[src/rtl/sup_timer_pkg.sv]
package sup_timer_pkg;
   localparam int MHZ_W  = 6;
   localparam int CTRL_W = 10;

   typedef struct packed {
      logic             wd_ms;     // bit 9
      logic             wd_en;     // bit 8
      logic             bto_long;  // bit 7
      logic             bto_en;    // bit 6
      logic [MHZ_W-1:0] mhz;       // bits 5:0
   } ctrl_t;
endpackage

[src/rtl/st_tick_gen.sv]
module st_tick_gen #(
   parameter int MHZ_W  = 6,
   parameter int MS_DIV = 1000
) (
   input  logic             clk,
   input  logic             rst_n,
   input  logic             run,
   input  logic             restart,
   input  logic [MHZ_W-1:0] mhz,
   input  logic             ms_sel,
   output logic             tick
);
   localparam int MSC_W = $clog2(MS_DIV);

   logic [MHZ_W-1:0] pre_q;
   logic [MSC_W-1:0] msc_q;
   logic             us_tick;
   logic             ms_tick;

   assign us_tick = run && (mhz != '0) && (pre_q >= (mhz - MHZ_W'(1)));
   assign ms_tick = us_tick && (msc_q == MSC_W'(MS_DIV - 1));
   assign tick    = ms_sel ? ms_tick : us_tick;

   always_ff @(posedge clk or negedge rst_n) begin
      if (!rst_n) begin
         pre_q <= '0;
         msc_q <= '0;
      end else if (!run || restart) begin
         pre_q <= '0;
         msc_q <= '0;
      end else begin
         pre_q <= us_tick ? '0 : pre_q + MHZ_W'(1);
         if (us_tick)
            msc_q <= ms_tick ? '0 : msc_q + MSC_W'(1);
      end
   end

   assert_ms_bound_R7: assert property (@(posedge clk) disable iff (!rst_n)
      msc_q <= MSC_W'(MS_DIV - 1));
   assert_zero_clock_R11: assert property (@(posedge clk) disable iff (!rst_n)
      (mhz == '0) |-> !tick);
endmodule

[src/rtl/st_wdog.sv]
module st_wdog #(
   parameter int CW = 16
) (
   input  logic          clk,
   input  logic          rst_n,
   input  logic          en,
   input  logic          tick,
   input  logic          reload,
   input  logic [CW-1:0] load_val,
   output logic          expire
);
   logic [CW-1:0] cnt_q;

   always_ff @(posedge clk or negedge rst_n) begin
      if (!rst_n) begin
         cnt_q  <= '0;
         expire <= 1'b0;
      end else begin
         expire <= 1'b0;
         if (!en || reload) begin
            cnt_q <= load_val;
         end else if (tick) begin
            if (cnt_q <= CW'(1)) begin
               expire <= 1'b1;
               cnt_q  <= load_val;
            end else begin
               cnt_q <= cnt_q - CW'(1);
            end
         end
      end
   end

   assert_single_pulse_R9: assert property (@(posedge clk) disable iff (!rst_n)
      expire |=> !expire);
   assert_off_silent_R11: assert property (@(posedge clk) disable iff (!rst_n)
      !en |=> !expire);
   assert_reload_wins_R8: assert property (@(posedge clk) disable iff (!rst_n)
      reload |=> !expire);
endmodule

[src/rtl/st_bus_guard.sv]
module st_bus_guard #(
   parameter int LIM_SHORT = 64,
   parameter int LIM_LONG  = 128
) (
   input  logic clk,
   input  logic rst_n,
   input  logic en,
   input  logic long_sel,
   input  logic busy,
   input  logic rdy,
   output logic timeout
);
   localparam int CW = $clog2(LIM_LONG + 1);

   logic [CW-1:0] cnt_q;
   logic [CW-1:0] limit;
   logic          stall;

   assign limit = long_sel ? CW'(LIM_LONG) : CW'(LIM_SHORT);
   assign stall = en && busy && !rdy;

   always_ff @(posedge clk or negedge rst_n) begin
      if (!rst_n) begin
         cnt_q   <= '0;
         timeout <= 1'b0;
      end else begin
         timeout <= stall && (cnt_q == limit - CW'(1));
         if (!stall)
            cnt_q <= '0;
         else if (cnt_q < limit)
            cnt_q <= cnt_q + CW'(1);
      end
   end

   assert_once_per_cycle_R3: assert property (@(posedge clk) disable iff (!rst_n)
      timeout |=> !timeout);
   assert_cnt_bound_R4: assert property (@(posedge clk) disable iff (!rst_n)
      cnt_q <= CW'(LIM_LONG));
   assert_idle_clears_R5: assert property (@(posedge clk) disable iff (!rst_n)
      (!busy || rdy) |=> (cnt_q == '0));
endmodule

[src/rtl/sup_timer.sv]
module sup_timer
   import sup_timer_pkg::*;
#(
   parameter int SETUP_W   = 16,
   parameter int LIM_SHORT = 64,
   parameter int LIM_LONG  = 128,
   parameter int MS_DIV    = 1000
) (
   input  logic               clk,
   input  logic               rst_n,
   input  logic               wr_en,
   input  logic               wr_sel,
   input  logic [SETUP_W-1:0] wr_data,
   input  logic               stat_rd,
   input  logic               bus_busy,
   input  logic               data_rdy,
   input  logic               wd_kick,
   output logic               term_cnt,
   output logic               wd_flag,
   output logic               bto_flag
);
   generate
      if (LIM_SHORT < 1 || LIM_SHORT >= LIM_LONG) begin : g_bad_lim
         $error("bus timeout limits must satisfy 0 < short < long");
      end
      if (SETUP_W < CTRL_W) begin : g_bad_w
         $error("write port too narrow for control word");
      end
      if (MS_DIV < 2) begin : g_bad_div
         $error("millisecond divider must exceed 1");
      end
   endgenerate

   ctrl_t              ctrl_q;
   logic [SETUP_W-1:0] setup_q;
   logic               setup_wr;
   logic               reload;
   logic [SETUP_W-1:0] load_val;
   logic               tick;
   logic               wd_exp;
   logic               bto_to;

   assign setup_wr = wr_en && wr_sel;
   assign reload   = wd_kick || setup_wr;
   assign load_val = setup_wr ? wr_data : setup_q;

   always_ff @(posedge clk or negedge rst_n) begin
      if (!rst_n) begin
         ctrl_q  <= '0;
         setup_q <= '0;
      end else if (wr_en) begin
         if (wr_sel) setup_q <= wr_data;
         else        ctrl_q  <= ctrl_t'(wr_data[CTRL_W-1:0]);
      end
   end

   st_tick_gen #(.MHZ_W(MHZ_W), .MS_DIV(MS_DIV)) u_tick (
      .clk(clk), .rst_n(rst_n), .run(ctrl_q.wd_en), .restart(reload),
      .mhz(ctrl_q.mhz), .ms_sel(ctrl_q.wd_ms), .tick(tick));

   st_wdog #(.CW(SETUP_W)) u_wdog (
      .clk(clk), .rst_n(rst_n), .en(ctrl_q.wd_en), .tick(tick),
      .reload(reload), .load_val(load_val), .expire(wd_exp));

   st_bus_guard #(.LIM_SHORT(LIM_SHORT), .LIM_LONG(LIM_LONG)) u_bus (
      .clk(clk), .rst_n(rst_n), .en(ctrl_q.bto_en), .long_sel(ctrl_q.bto_long),
      .busy(bus_busy), .rdy(data_rdy), .timeout(bto_to));

   assign term_cnt = wd_exp || bto_to;

   always_ff @(posedge clk or negedge rst_n) begin
      if (!rst_n) begin
         wd_flag  <= 1'b0;
         bto_flag <= 1'b0;
      end else begin
         if (wd_exp)       wd_flag <= 1'b1;
         else if (stat_rd) wd_flag <= 1'b0;
         if (bto_to)       bto_flag <= 1'b1;
         else if (stat_rd) bto_flag <= 1'b0;
      end
   end

   assert_wd_sticky_R10: assert property (@(posedge clk) disable iff (!rst_n)
      (wd_flag && !stat_rd) |=> wd_flag);
   assert_bto_sticky_R10: assert property (@(posedge clk) disable iff (!rst_n)
      (bto_flag && !stat_rd) |=> bto_flag);
   assert_wd_sets_R10: assert property (@(posedge clk) disable iff (!rst_n)
      wd_exp |=> wd_flag);
   assert_read_clears_R10: assert property (@(posedge clk) disable iff (!rst_n)
      (stat_rd && !term_cnt) |=> (!wd_flag && !bto_flag));
endmodule

[config.mk]
export PLATFORM = sky130hd
export DESIGN_NAME = sup_timer
export DESIGN_NICKNAME = d
export VERILOG_FILES = /design/src/rtl/sup_timer_pkg.sv /design/src/rtl/st_tick_gen.sv /design/src/rtl/st_wdog.sv /design/src/rtl/st_bus_guard.sv /design/src/rtl/sup_timer.sv
export SDC_FILE = /design/constraint.sdc
export NUM_CORES = 1
export LEC_CHECK = 0
export BUFFER_PORTS_ARGS = -buffer_cell sky130_fd_sc_hd__buf_2
export CORE_UTILIZATION = 45
export CTS_CLUSTER_DIAMETER = 120
export CTS_CLUSTER_SIZE = 20
export DETAILED_ROUTE_END_ITERATION = 12
export PLACE_DENSITY = 0.63
export SKIP_CTS_REPAIR_TIMING = 1
export SYNTH_ARGS = -nofsm -noshare
export SYNTH_HDL_FRONTEND = slang
export SYNTH_SLANG_ARGS = --single-unit
[constraint.sdc]
create_clock -name clk -period 3.4 [get_ports clk]
set_input_delay 0.68 -clock clk [delete_from_list [all_inputs] [get_ports clk]]
set_output_delay 0.68 -clock clk [all_outputs]
set_load 0.05 [all_outputs]
== Word-level counts from Yosys, hierarchy flattened ==
Cells that the tools add are included.
Storage, ports and cells
  input bits: 24
  output and inout port bits: 3
  register bits: 70
  logic and storage cells: 65
Cells by class
  equality and inequality tests: 3
  bitwise logic cells: 1
  muxes and demuxes: 19
  reductions and logical operators: 19
  magnitude comparators: 3
  add/subtract/negate cells: 6
Operators by type and width (number)
  two-way mux 16 bit: 4
  two-way mux 10 bit: 3
  two-way mux 8 bit: 3
  <= comparator 16 x 1 -> 1 bit (second input constant): 1
  subtractor 16 x 1 -> 16 bit (second input constant): 1
  two-way mux 6 bit: 2
  adder 10 x 1 -> 10 bit (second input constant): 1
  == test 10 bit (second input constant): 1
  adder 8 x 1 -> 8 bit (second input constant): 1
  == test 8 bit: 1
  < comparator 8 bit: 1
  nonzero test 2 bit: 4
  subtractor 8 x 1 -> 8 bit (second input constant): 1
  logical AND 1 bit: 7
  two-way mux 1 bit: 7
  adder 6 x 1 -> 6 bit (second input constant): 1
  >= comparator 6 bit: 1
  nonzero test 6 bit: 1
  subtractor 6 x 1 -> 6 bit (second input constant): 1
  AND reduction 2 bit: 2
  logical OR 1 bit: 3
  logical NOT 1 bit: 2
  inequality test 2 bit (second input constant): 1
  NOT 1 bit: 1

== Logic depth before layout (Yosys ltp) ==
Gate-level depths: netlist of the first run.
  depth in word-level cells: 7
  gate-level depth with buffers: 12

== Modules after synthesis ==
From an unflattened synthesis of the first run, not the netlist that was laid out.
Second synthesis, totals
  cells, all modules: 389
  area total of the unflattened synthesis: 4101.4 µm²
By module, submodules not included
  sup_timer: cells an instance 81, seq. area each 700.7 µm², times used 1, area an instance 1262.5 µm²
  st_wdog: cells an instance 144, seq. area each 425.4 µm², times used 1, area an instance 1226.2 µm²
  st_tick_gen: cells an instance 110, seq. area each 400.4 µm², times used 1, area an instance 1078.5 µm²
  st_bus_guard: cells an instance 54, seq. area each 225.2 µm², times used 1, area an instance 534.3 µm²

== Worst setup path after synthesis of the first run ==
Ideal clock, no wire load.
  path kind: reg2reg
  from: reg ctrl_q[2] in the netlist's numbering
  to: reg u_tick.msc_q[3]
  period minus slack after synthesis: 2.986 ns
  stages on the path, launching flop included: 11
  path buffers: 1
  data required time: 3.322 ns
  path slack: 0.414 ns
  data arrival time: 2.907 ns
  cell sequence: dfrtp_1 -> or3_1 -> nor3_1 -> xnor2_1 -> ha_1 -> nand4_1 -> o221a_2 -> or2_2 -> clkbuf_1 -> or4b_2 -> a21oi_1
On the way
  cells in the longest elaborated chain, start to end: 7
  elaborated cells between the ends (all ways): 10
RTL lines
  from (decl): line sup_timer.sv:34  | ctrl_t ctrl_q;
  from (signal assigned): line sup_timer.sv:53  | else ctrl_q <= ctrl_t'(wr_data[CTRL_W-1:0]);
  subtractor 6 x 1 -> 6 bit / nonzero test 6 bit (equally long branches): line st_tick_gen.sv:20  | assign us_tick = run && (mhz != '0) && (pre_q >= (mhz - MHZ_W'(1)));
  >= comparator 6 bit / logical AND 1 bit (equally long branches): line st_tick_gen.sv:20
  logical AND 1 bit *: line st_tick_gen.sv:20
  logical AND 1 bit: line st_tick_gen.sv:21  | assign ms_tick = us_tick && (msc_q == MSC_W'(MS_DIV - 1));
  two-way mux 10 bit: line st_tick_gen.sv:34  | msc_q <= ms_tick ? '0 : msc_q + MSC_W'(1);
  two-way mux 10 bit: line st_tick_gen.sv:33  | if (us_tick)
  two-way mux 10 bit: line st_tick_gen.sv:28  | end else if (!run || restart) begin
  to (signal assigned): line st_tick_gen.sv:34
  to (decl): line st_tick_gen.sv:16  | logic [MSC_W-1:0] msc_q;
Mark *: on every way between the ends. The rest lies on a longest branch, timed or not. The select of a mux whose other input is x is not followed.
A chain may end at the register's enable or synchronous reset.

== Final worst setup path of the first run ==
Ends and elaborated chain as after synthesis.

==> results of run 1 <==
routing by layer:
layer / global-route usage [%] / vias to the layer above
li1: - / 1335
met1: 23.35 / 1339
met2: 31.97 / 51
met3: 5.307 / 11
met4: 6.641 / 0
met5: 0 / -
worst min-delay path by stage:
stage,end,slack (ns)
2_1_floorplan,bto_flag,0.38
3_3_place_gp,bto_flag,0.43
3_5_place_dp,bto_flag,0.44
4_1_cts,u_wdog.cnt_q[10],0.34
5_1_grt,u_bus.cnt_q[5],0.39
6_report,u_bus.cnt_q[4],0.35
flip-flops by register name, indices dropped and copies added, names as in the netlist:
register / cells
setup_q: 16
u_wdog.cnt_q: 16
ctrl_q: 10
u_tick.msc_q: 10
u_bus.cnt_q: 8
u_tick.pre_q: 6
bto_flag: 1
u_bus.timeout: 1
u_wdog.expire: 1
wd_flag: 1
power by group:
part           switching [uW]  leakage (uW)  internal (uW)
clock                     280     0.0000821            275
combinational             193      0.000806            162
sequential               80.8      0.000884            928
worst max-delay path: cells and delay by family (launching register included):
family	cells	cell delay [ns]
AOI/OAI and AO/OA	2	0.47
and+or+nand+nor	5	1.71
DFF	1	0.42
xor gates and xnor gates	1	0.09
adders and majority gates	1	0.31
Yosys cell counts (4+ instances only):
| master | count |
|---|---|
| xnor2_1 | 8 |
| ha_1 | 15 |
| o21ai_0 | 19 |
| dfrtp_1 | 70 |
| nand3_1 | 7 |
| nand2b_1 | 4 |
| a21oi_1 | 26 |
| xor2_1 | 8 |
| and3_1 | 5 |
| or2_2 | 4 |
| nor4_1 | 6 |
| nor3_1 | 9 |
| nand2_1 | 29 |
| nor2_1 | 34 |
| clkbuf_1 | 8 |
| inv_1 | 10 |
| mux2_2 | 26 |
| o2bb2ai_1 | 7 |
| nand4_1 | 7 |
through the flow:
| step | setup WS (ns) | util [%] |
|---|---|---|
| after CTS | 0.2277 | 52.27 |
| after global placement | 0.3368 | 50.27 |
| after detailed placement | 0.2566 | 50.27 |
| after floorplan | 0.4145 | - |
| final | 0.3260 | 52.34 |
| after global routing | 0.05736 | 52.34 |
area by class of cell:
| cell class | count | share of cell area, % |
|---|---|---|
| Clock buffer | 12 | 3.570 |
| Clock inverter | 2 | 0.2462 |
| Inverter | 10 | 0.9234 |
| Multi-Input combinational cell | 260 | 44.04 |
| Sequential cell | 70 | 43.09 |
| Tap cell | 102 | 3.139 |
| Timing Repair Buffer | 34 | 4.986 |
logic make-up after synthesis:
| group | count (synthesis) | share of synthesized area (%) |
|---|---|---|
| fa+ha+maj | 15 | 5.142 |
| simple gates | 126 | 17.89 |
| flops | 70 | 47.99 |
| mux | 27 | 8.296 |
| compound gates | 76 | 13.61 |
| buf+inv | 24 | 3.222 |
| xor+xnor | 16 | 3.840 |
==> metrics.md, run 1 <==
| Metric | Value |
|---|---|
| Top_reg_cell synth | dfrtp_1 |
| Setup violators final | 0 |
| Clk sink count | 70 |
| Placed Area | 3905 sq um |
| CP Capture Type | flip-flop |
| Final slew viol count | 0 |
| Detailed Route WL | 7.195 mm |
| Initial Util | between 40% and 50% |
| Vias in the first global route | around 2.7k |
| Worst-Margin Slew | about 0.7 ns |
| FF-to-FF setup slack | between 0.3 and 0.4 ns |
| Final #Nets | 424 |
| MaxCap Viol Count | 0 |
| Post-DRT Antenna Nets | 0 |
| CTS H-Tree Depth | 3 |
| CP Data Required Time | between 3 and 4 ns |
| Area of the multi-input gates | 1790 sq um |
| Fin area | just over 4000 sq um |
| Clock Latency Late Sink | 0.34 ns |
| Nature of the critical path startpoint | flip-flop |
| Final Non-Filler Cells | slightly below 500 |
| Setup Skew | around 0.006 ns |
| CTS tree | done |
| Detailed Route Iter0 Violations | between 100 and 150 |
| Min Hold Slack | 0.3501 ns |
| Final Hold Viols | 0 |
| CP Data Arrival Time | about 3.3 ns |
| Crit path launch | ctrl_q[2] |
| VDD IR max | 0.0003125 V |
| Mapped Nets | 393 |
| # IOs | 27 |
| Root buffer cell | clkbuf_8 |
| Leakage | ~0.0018 uW |
| Placed Instances | 476 |
| Worst-path fanout max | 18 |
| Fin crit share | 90.41% |
| Sequential cell area fraction in the yosys report | around 48% |
| DRC Markers | 0 |
| Share of the synthesized area in the top cell type | 47.99% |
| Post-synth EDFFs | 0 |
| Drt pass-1 iters | 4 |
| Slew headroom | 53.03% |
| Antenna violations before repair | 0 |
| Area contributors post-synth | dfrtp_1, mux2_2, ha_1 |
| Seq cells post-synth | 70 |
| Maximum number of pins on one net before global-route repair | 47 |
| Async SR Flop Fraction | between 90% and 100% |
| Longest Clk Path Bufs | 2 |
| Metal3 WL | ~270 um |
| Setup TNS | 0 ns |
| Synthesis warning total | 0 |
| Reg-to-reg endpoint | u_tick.msc_q[3] |
| Most common cell after layout, fill and taps aside | dfrtp_1 |
| Worst setup path end | u_tick.msc_q[3] |
| CTS clk-pin slew, worst paths | roughly 0.070 ns |
| Mapped Area | 3650 sq um |
| Syn Inst Count | around 350 |
| Cell variety after synth | 52 |
| Critical R2R Launch | ctrl_q[2] |
| Met2 wire length | around 3.6 mm |
| Die Height | 92.06 um |
| Slowest stage delay, CP | roughly 0.66 ns |
| Avg WL per Cell | roughly 15 um |
| Reg2reg path depth | 9 |
| Die ar. | 8475 sq um |
| Post-DP HPWL | 5.202 mm |
| Max Used Layer | met4 |
| Crit path kind | flip-flop to flip-flop |
| N_diodes | 0 |
| Hold Crit Class | input port to async pin |
| Placer's final routability congestion estimate | a little under 0.8 |
| Most frequent cells in the layout | dfrtp_1, nor2_1, nand2_1 |
| Seq. cell area | roughly 1800 sq um |
| Global-route wire length before repair | 12.56 mm |
| Max Freq | 0.3253 GHz |
| Core ar. | approximately 7800 sq um |
| Pwr Density | between 400 and 500 nW/um^2 |
| Row count | 32 |
| Filler cells | around 730 |
| Via-to-Cell Ratio | ~5.6 |
| Share of cells above drive strength 1 | 23.45% |
| Final Power | ~1900 uW |
| RSZ-0062 raised after global routing | false |
| Metal-1 WL | between 3 and 4 mm |
| Avg Synthesized Cell Area | roughly 10 sq um |
| IO Port Bufs | 26 |
| Vias | around 2.7k |
| Die W | 92.06 um |
| Outcome | finished, final reports clean |
| Area delta synth->final | 11.38% |
| Num CTS Buffers | 9 |
| Post-layout min period | between 3 and 4 ns |
| Total Routing Usage GR | approximately a fifth |
| Worst path slowest cell | or4b_2 |
| Total grt overflow | 0 |
| Crit-path cells | or3_1 -> nor3_2 -> xnor2_1 -> ha_1 -> nand4_1 -> o221a_2 -> or2_2 -> or4b_2 -> a21oi_1 |
| Leading area contributor after synthesis | dfrtp_1 |
(Power assumes the default switching activity.)
==> inputs of run 2 (changes only) <==
--- a/config.mk
+++ b/config.mk
@@ -11,6 +11,7 @@
 export CTS_CLUSTER_SIZE = 20
 export DETAILED_ROUTE_END_ITERATION = 12
 export PLACE_DENSITY = 0.63
+export RECOVER_POWER = 25
 export SKIP_CTS_REPAIR_TIMING = 1
 export SYNTH_ARGS = -nofsm -noshare
 export SYNTH_HDL_FRONTEND = slang
==> metrics.md, run 2 (synthesis results as in run 1) <==
| Metric | Value |
|---|---|
| Outcome | finished, final reports clean (unchanged) |
| Nature of the critical path startpoint | flip-flop (unchanged) |
| Vias | 2697 (was 2736) |
| Row count | 32 (unchanged) |
| CTS tree | done (unchanged) |
| CTS clk-pin slew, worst paths | 0.07 ns (about the same) |
| Final #Nets | 424 (unchanged) |
| Worst-Margin Slew | 1.356 ns (was 0.7020 ns) |
| N_diodes | 0 (unchanged) |
| Core ar. | 7767 sq um (unchanged) |
| WP buf/inv | 0 (unchanged) |
| Global-route wire length before repair | 12.56 mm (unchanged) |
| Crit path kind | flip-flop to flip-flop (unchanged) |
| Hold Crit Class | flip-flop to flip-flop (was input port to async pin) |
| Crit-path cells | or3_1 -> nor3_2 -> xnor2_1 -> ha_1 -> nand4_1 -> o221a_2 -> or2_2 -> or4b_2 -> a21oi_1 (unchanged) |
| Final slew viol count | 0 (unchanged) |
| Leakage | 0.001764 uW (was 0.001772 uW) |
| Drt pass-1 iters | 4 (unchanged) |
| Final Hold Viols | 0 (unchanged) |
| Vias in the first global route | 2722 (unchanged) |
| Setup Skew | 0.006759 ns (was 0.006104 ns) |
| IO Port Bufs | 26 (unchanged) |
| Total grt overflow | 0 (unchanged) |
| Final Power | 1914 uW (was 1918 uW) |
| CP Data Required Time | 3.66 ns (was 3.67 ns) |
| # IOs | 27 (unchanged) |
| Clk sink count | 70 (unchanged) |
| Setup TNS | 0 ns (unchanged) |
| Die ar. | 8475 sq um (unchanged) |
| Pwr Density | 472.6 nW/um^2 (was 471.9 nW/um^2) |
| Clock Latency Late Sink | 0.34 ns (about the same) |
| RSZ-0062 raised after global routing | false (unchanged) |
| Top Family by Delay on Critical Path | simple AND/OR/NAND/NOR gates (unchanged) |
| Detailed Route WL | 7.187 mm (was 7.195 mm) |
| Area delta synth->final | 10.94% (was 11.38%) |
| Metal-1 WL | 3.271 mm (was 3.277 mm) |
| Slowest stage delay, CP | 0.67 ns (was 0.66 ns) |
| Placer's final routability congestion estimate | 0.7950 (unchanged) |
| Detailed Route Iter0 Violations | 120 (was 147) |
| Die Height | 92.06 um (unchanged) |
| Slew headroom | 9.573% (was 53.03%) |
| DRC Markers | 0 (unchanged) |
| Share of cells above drive strength 1 | 23.20% (was 23.45%) |
| Maximum number of pins on one net before global-route repair | 47 (unchanged) |
| Fin crit share | 90.82% (was 90.41%) |
| Die W | 92.06 um (unchanged) |
| Max Freq | 0.3238 GHz (was 0.3253 GHz) |
| VDD IR max | 0.0003132 V (was 0.0003125 V) |
| Initial Util | 46.99% (unchanged) |
| Fin util | 52.13% (was 52.34%) |
| Post-layout min period | 3.088 ns (was 3.074 ns) |
| Largest registers | setup_q: 16 flops, u_wdog.cnt_q: 16 flops (unchanged) |
| Root buffer cell | clkbuf_8 (unchanged) |
| MaxCap Viol Count | 0 (unchanged) |
| Longest Clk Path Bufs | 2 (unchanged) |
| Antenna violations before repair | 0 (unchanged) |
| CP Data Arrival Time | 3.35 ns (was 3.34 ns) |
| Num CTS Buffers | 9 (unchanged) |
| Metal3 WL | 271 um (was 265 um) |
| CTS H-Tree Depth | 3 (unchanged) |
| Met2 wire length | 3.538 mm (was 3.550 mm) |
| Most common cell after layout, fill and taps aside | dfrtp_1 (unchanged) |
| Max Used Layer | met4 (unchanged) |
| Most frequent cells in the layout | dfrtp_1, nor2_1, nand2_1 (unchanged) |
| Post-DRT Antenna Nets | 0 (unchanged) |
| CP Capture Type | flip-flop (unchanged) |
| Setup violators final | 0 (unchanged) |
| Via-to-Cell Ratio | 5.504 (was 5.584) |
| Post-DP HPWL | 5.202 mm (unchanged) |
| Worst-path fanout max | 18 (unchanged) |
| Total Routing Usage GR | 19.00% (unchanged) |
| Avg WL per Cell | 14.67 um (was 14.68 um) |
| Worst path slowest cell | or4b_2 (unchanged) |
-- run 2: changes by cell type in the layout (fill, tap and decap cells not counted), sizes merged --
cell    change
buf         -2
clkbuf      +2
-- run 2: routing by layer --
metal | track usage (%) | vias to the layer above
met5 | 0 | -
met4 | 6.641 | 0
met3 | 5.307 | 11
met2 | 31.97 | 38
met1 | 23.35 | 1315
li1 | - | 1333
-- run 2: cell type report --
type                            instances  area, sq um
Clock inverter                          2        10.01
Tap cell                              102        127.6
Timing Repair Buffer                   34        186.4
Fill cell                             730         3719
Multi-Input combinational cell        260         1790
Clock buffer                           12        145.1
Sequential cell                        70         1752
Inverter                               10        37.54
-- run 2: path summary, 6_finish.rpt --
check / from / to / slack [ns] / cells after the start
setup / recovery: ctrl_q[2] / u_tick.msc_q[3] / 0.31 / 9
hold / removal: u_bus.timeout / bto_flag / 0.45 / 1
setup reg to reg: ctrl_q[2] / u_tick.msc_q[3] / 0.31 / 9
hold reg to reg: u_bus.timeout / bto_flag / 0.45 / 1
max in group asynchronous: rst_n / ctrl_q[9] / 1.02 / 2
min in group asynchronous: rst_n / u_bus.cnt_q[4] / 0.64 / 1
-- run 2: where the power goes --
part           switching, uW  internal (uW)
combinational            193            160
clock                    277            275
sequential              81.3            928
total                    551           1360
-- run 2: stage by stage --
step | cells | hold slack (ns) | worst slack, ns | area, sq um
after floorplan | 354 | 0.3844 | 0.4145 | 3650
after global placement | 476 | 0.4297 | 0.3368 | 3905
after detailed placement | 476 | 0.4377 | 0.2566 | 3905
after CTS | 490 | 0.3450 | 0.2277 | 4060
after global routing | 490 | 0.4662 | 0.05736 | 4049
final | 490 | 0.4460 | 0.3120 | 4049
==> inputs of run 3 (changes only) <==
--- a/config.mk
+++ b/config.mk
@@ -6,11 +6,13 @@
 export NUM_CORES = 1
 export LEC_CHECK = 0
 export BUFFER_PORTS_ARGS = -buffer_cell sky130_fd_sc_hd__buf_2
+export CELL_PAD_IN_SITES_DETAIL_PLACEMENT = 1
+export CELL_PAD_IN_SITES_GLOBAL_PLACEMENT = 1
 export CORE_UTILIZATION = 45
 export CTS_CLUSTER_DIAMETER = 120
 export CTS_CLUSTER_SIZE = 20
 export DETAILED_ROUTE_END_ITERATION = 12
-export PLACE_DENSITY = 0.63
+export PLACE_DENSITY = 0.77
 export RECOVER_POWER = 25
 export SKIP_CTS_REPAIR_TIMING = 1
 export SYNTH_ARGS = -nofsm -noshare
==> metrics.md, run 3 (synthesis results as in run 1) <==
| Metric | Value |
|---|---|
| Outcome | finished, violations left (was finished, final reports clean) |
| Failing checks | max-capacitance violations, max-slew violations |
| Avg WL per Cell | 17.26 um (was 14.67 um) |
| Drt pass-1 iters | 4 (unchanged) |
| Leakage | 0.001785 uW (was 0.001764 uW) |
| Seq. cell area | 1752 sq um (unchanged) |
| Post-route setup slack | 0.2934 ns (was 0.3120 ns) |
| Pwr Density | 520.1 nW/um^2 (was 472.6 nW/um^2) |
| Most common cell after layout, fill and taps aside | dfrtp_1 (unchanged) |
| Hold path depth | 1 (unchanged) |
| Worst-path fanout max | 18 (unchanged) |
| Clock Latency Late Sink | 0.35 ns (was 0.34 ns) |
| Critical R2R Launch | ctrl_q[2] (unchanged) |
| Die ar. | 8475 sq um (unchanged) |
| Most frequent cells in the layout | dfrtp_1, nor2_1, nand2_1 (unchanged) |
| Area delta synth->final | 12.51% (was 10.94%) |
| Reg-to-reg endpoint | u_tick.msc_q[6] (was u_tick.msc_q[3]) |
| FF-to-FF setup slack | 0.29 ns (was 0.31 ns) |
| Fin crit share | 91.37% (was 90.82%) |
| Vias in the first global route | 2961 (was 2722) |
| CTS H-Tree Depth | 3 (unchanged) |
| RSZ-0062 raised after global routing | false (unchanged) |
| Worst-Margin Slew | 1.728 ns (was 1.356 ns) |
| VDD IR max | 0.0002777 V (was 0.0003132 V) |
| Core ar. | 7767 sq um (unchanged) |
| CP Data Arrival Time | 3.38 ns (was 3.35 ns) |
| Root buffer cell | clkbuf_8 (unchanged) |
| CP Capture Type | flip-flop (unchanged) |
| Longest Clk Path Bufs | 2 (unchanged) |
| Global-route wire length before repair | 14.94 mm (was 12.56 mm) |
| Setup violators final | 0 (unchanged) |
| Fin area | 4106 sq um (was 4049 sq um) |
| Post-DRT Antenna Nets | 0 (unchanged) |
| Row count | 32 (unchanged) |
| Final Hold Viols | 0 (unchanged) |
| Crit path kind | flip-flop to flip-flop (unchanged) |
| Maximum number of pins on one net before global-route repair | 71 (was 47) |
| Initial Util | 46.99% (unchanged) |
| DRC Markers | 0 (unchanged) |
| Slowest stage delay, CP | 0.65 ns (was 0.67 ns) |
| Reg2reg path depth | 9 (unchanged) |
| Setup TNS | 0 ns (unchanged) |
| MaxCap Viol Count | 1 (was 0) |
| HP Start | u_wdog.expire (was u_bus.timeout) |
| CTS clk-pin slew, worst paths | 0.09 ns (was 0.07 ns) |
| Die Height | 92.06 um (unchanged) |
| # IOs | 27 (unchanged) |
| Detailed Route Iter0 Violations | 98 (was 120) |
| Slew headroom | -15.23% (was 9.573%) |
| Hold Crit Class | flip-flop to flip-flop (unchanged) |
| Vias | 2763 (was 2697) |
| Nature of the critical path startpoint | flip-flop (unchanged) |
| Die W | 92.06 um (unchanged) |
| Via-to-Cell Ratio | 5.627 (was 5.504) |
| Share of cells above drive strength 1 | 23.91% (was 23.20%) |
| Clk sink count | 70 (unchanged) |
| Placer's final routability congestion estimate | 0.7640 (was 0.7950) |
| Antenna violations before repair | 0 (unchanged) |
| Area of the multi-input gates | 1788 sq um (was 1790 sq um) |
| Total grt overflow | 0 (unchanged) |
| Num CTS Buffers | 9 (unchanged) |
| Final Power | 2136 uW (was 1914 uW) |
| Detailed Route WL | 8.473 mm (was 7.187 mm) |
| CP Data Required Time | 3.67 ns (was 3.66 ns) |
| Placed Instances | 475 (was 476) |
| IO Port Bufs | 26 (unchanged) |
| Setup Skew | 0.009849 ns (was 0.006759 ns) |
| Post-layout min period | 3.107 ns (was 3.088 ns) |
| N_diodes | 0 (unchanged) |
| Final Non-Filler Cells | 491 (was 490) |
| Total Routing Usage GR | 22.66% (was 19.00%) |
| Max Freq | 0.3219 GHz (was 0.3238 GHz) |
| Worst path slowest cell | or4b_2 (unchanged) |
| CTS tree | done (unchanged) |
| Post-DP HPWL | 6.026 mm (was 5.202 mm) |
| Dpl ws | 0.2066 ns (was 0.2566 ns) |
| Filler cells | 895 (was 730) |
| Placed Area | 3885 sq um (was 3905 sq um) |
| Largest registers | setup_q: 16 flops, u_wdog.cnt_q: 16 flops (unchanged) |
| Final #Nets | 423 (was 424) |
| Final slew viol count | 71 (was 0) |
| Hold endpoint | wd_flag (was bto_flag) |
| Crit-path cells | or3_1 -> nor3_1 -> xnor2_1 -> ha_1 -> nand4_1 -> o221a_2 -> or2_4 -> or4b_2 -> a21oi_1 (was or3_1 -> nor3_2 -> xnor2_1 -> ha_1 -> nand4_1 -> o221a_2 -> or2_2 -> or4b_2 -> a21oi_1) |
run 3: per-layer routing:
layer	vias up	GRT usage, %	part of all wire [%]
met1	1397	29.66	47
met4	0	6.641	1.2
li1	1341	-	-
met5	-	0	0
met2	16	38.31	50
met3	9	4.063	1.8
run 3: critical path, delay by kind of cell, from the launching register on:
family	cells	cell delay, ns
compound gates	2	0.50
xor+xnor	1	0.11
fa+ha+maj	1	0.32
flops	1	0.43
simple gates	5	1.68
run 3: layout make-up:
| type | instances | share of cell area (%) |
|---|---|---|
| clock buffer | 9 | 3.016 |
| clock inverter | 7 | 2.377 |
| inverter | 10 | 0.9141 |
| multi-input combinational | 260 | 43.54 |
| sequential | 70 | 42.66 |
| tap | 102 | 3.108 |
| timing repair buffer | 33 | 4.388 |
run 3: power breakdown:
group | switching, uW | internal [uW] | leakage, uW
Combinational | 205 | 161 | 0.000795
Sequential | 83.4 | 927 | 0.000884
Clock | 344 | 415 | 0.000106
run 3: worst max path at each step:
| stage | depth (start not counted) | endpoint | start |
|---|---|---|---|
| after floorplan | 10 | u_tick.msc_q[3] | ctrl_q[2] |
| after global placement | 9 | u_tick.msc_q[3] | ctrl_q[2] |
| after detailed placement | 9 | u_tick.msc_q[6] | ctrl_q[2] |
| after CTS | 9 | u_tick.msc_q[6] | ctrl_q[2] |
| after global routing | 9 | u_tick.msc_q[3] | ctrl_q[2] |
| final | 9 | u_tick.msc_q[6] | ctrl_q[2] |
run 3: through the flow:
step,hold slack (ns),utilization (%)
after floorplan,0.3844,-
after global routing,0.4816,52.87
after global placement,0.4299,50.02
final,0.4563,52.87
after CTS,0.4601,52.87
after detailed placement,0.4453,50.02
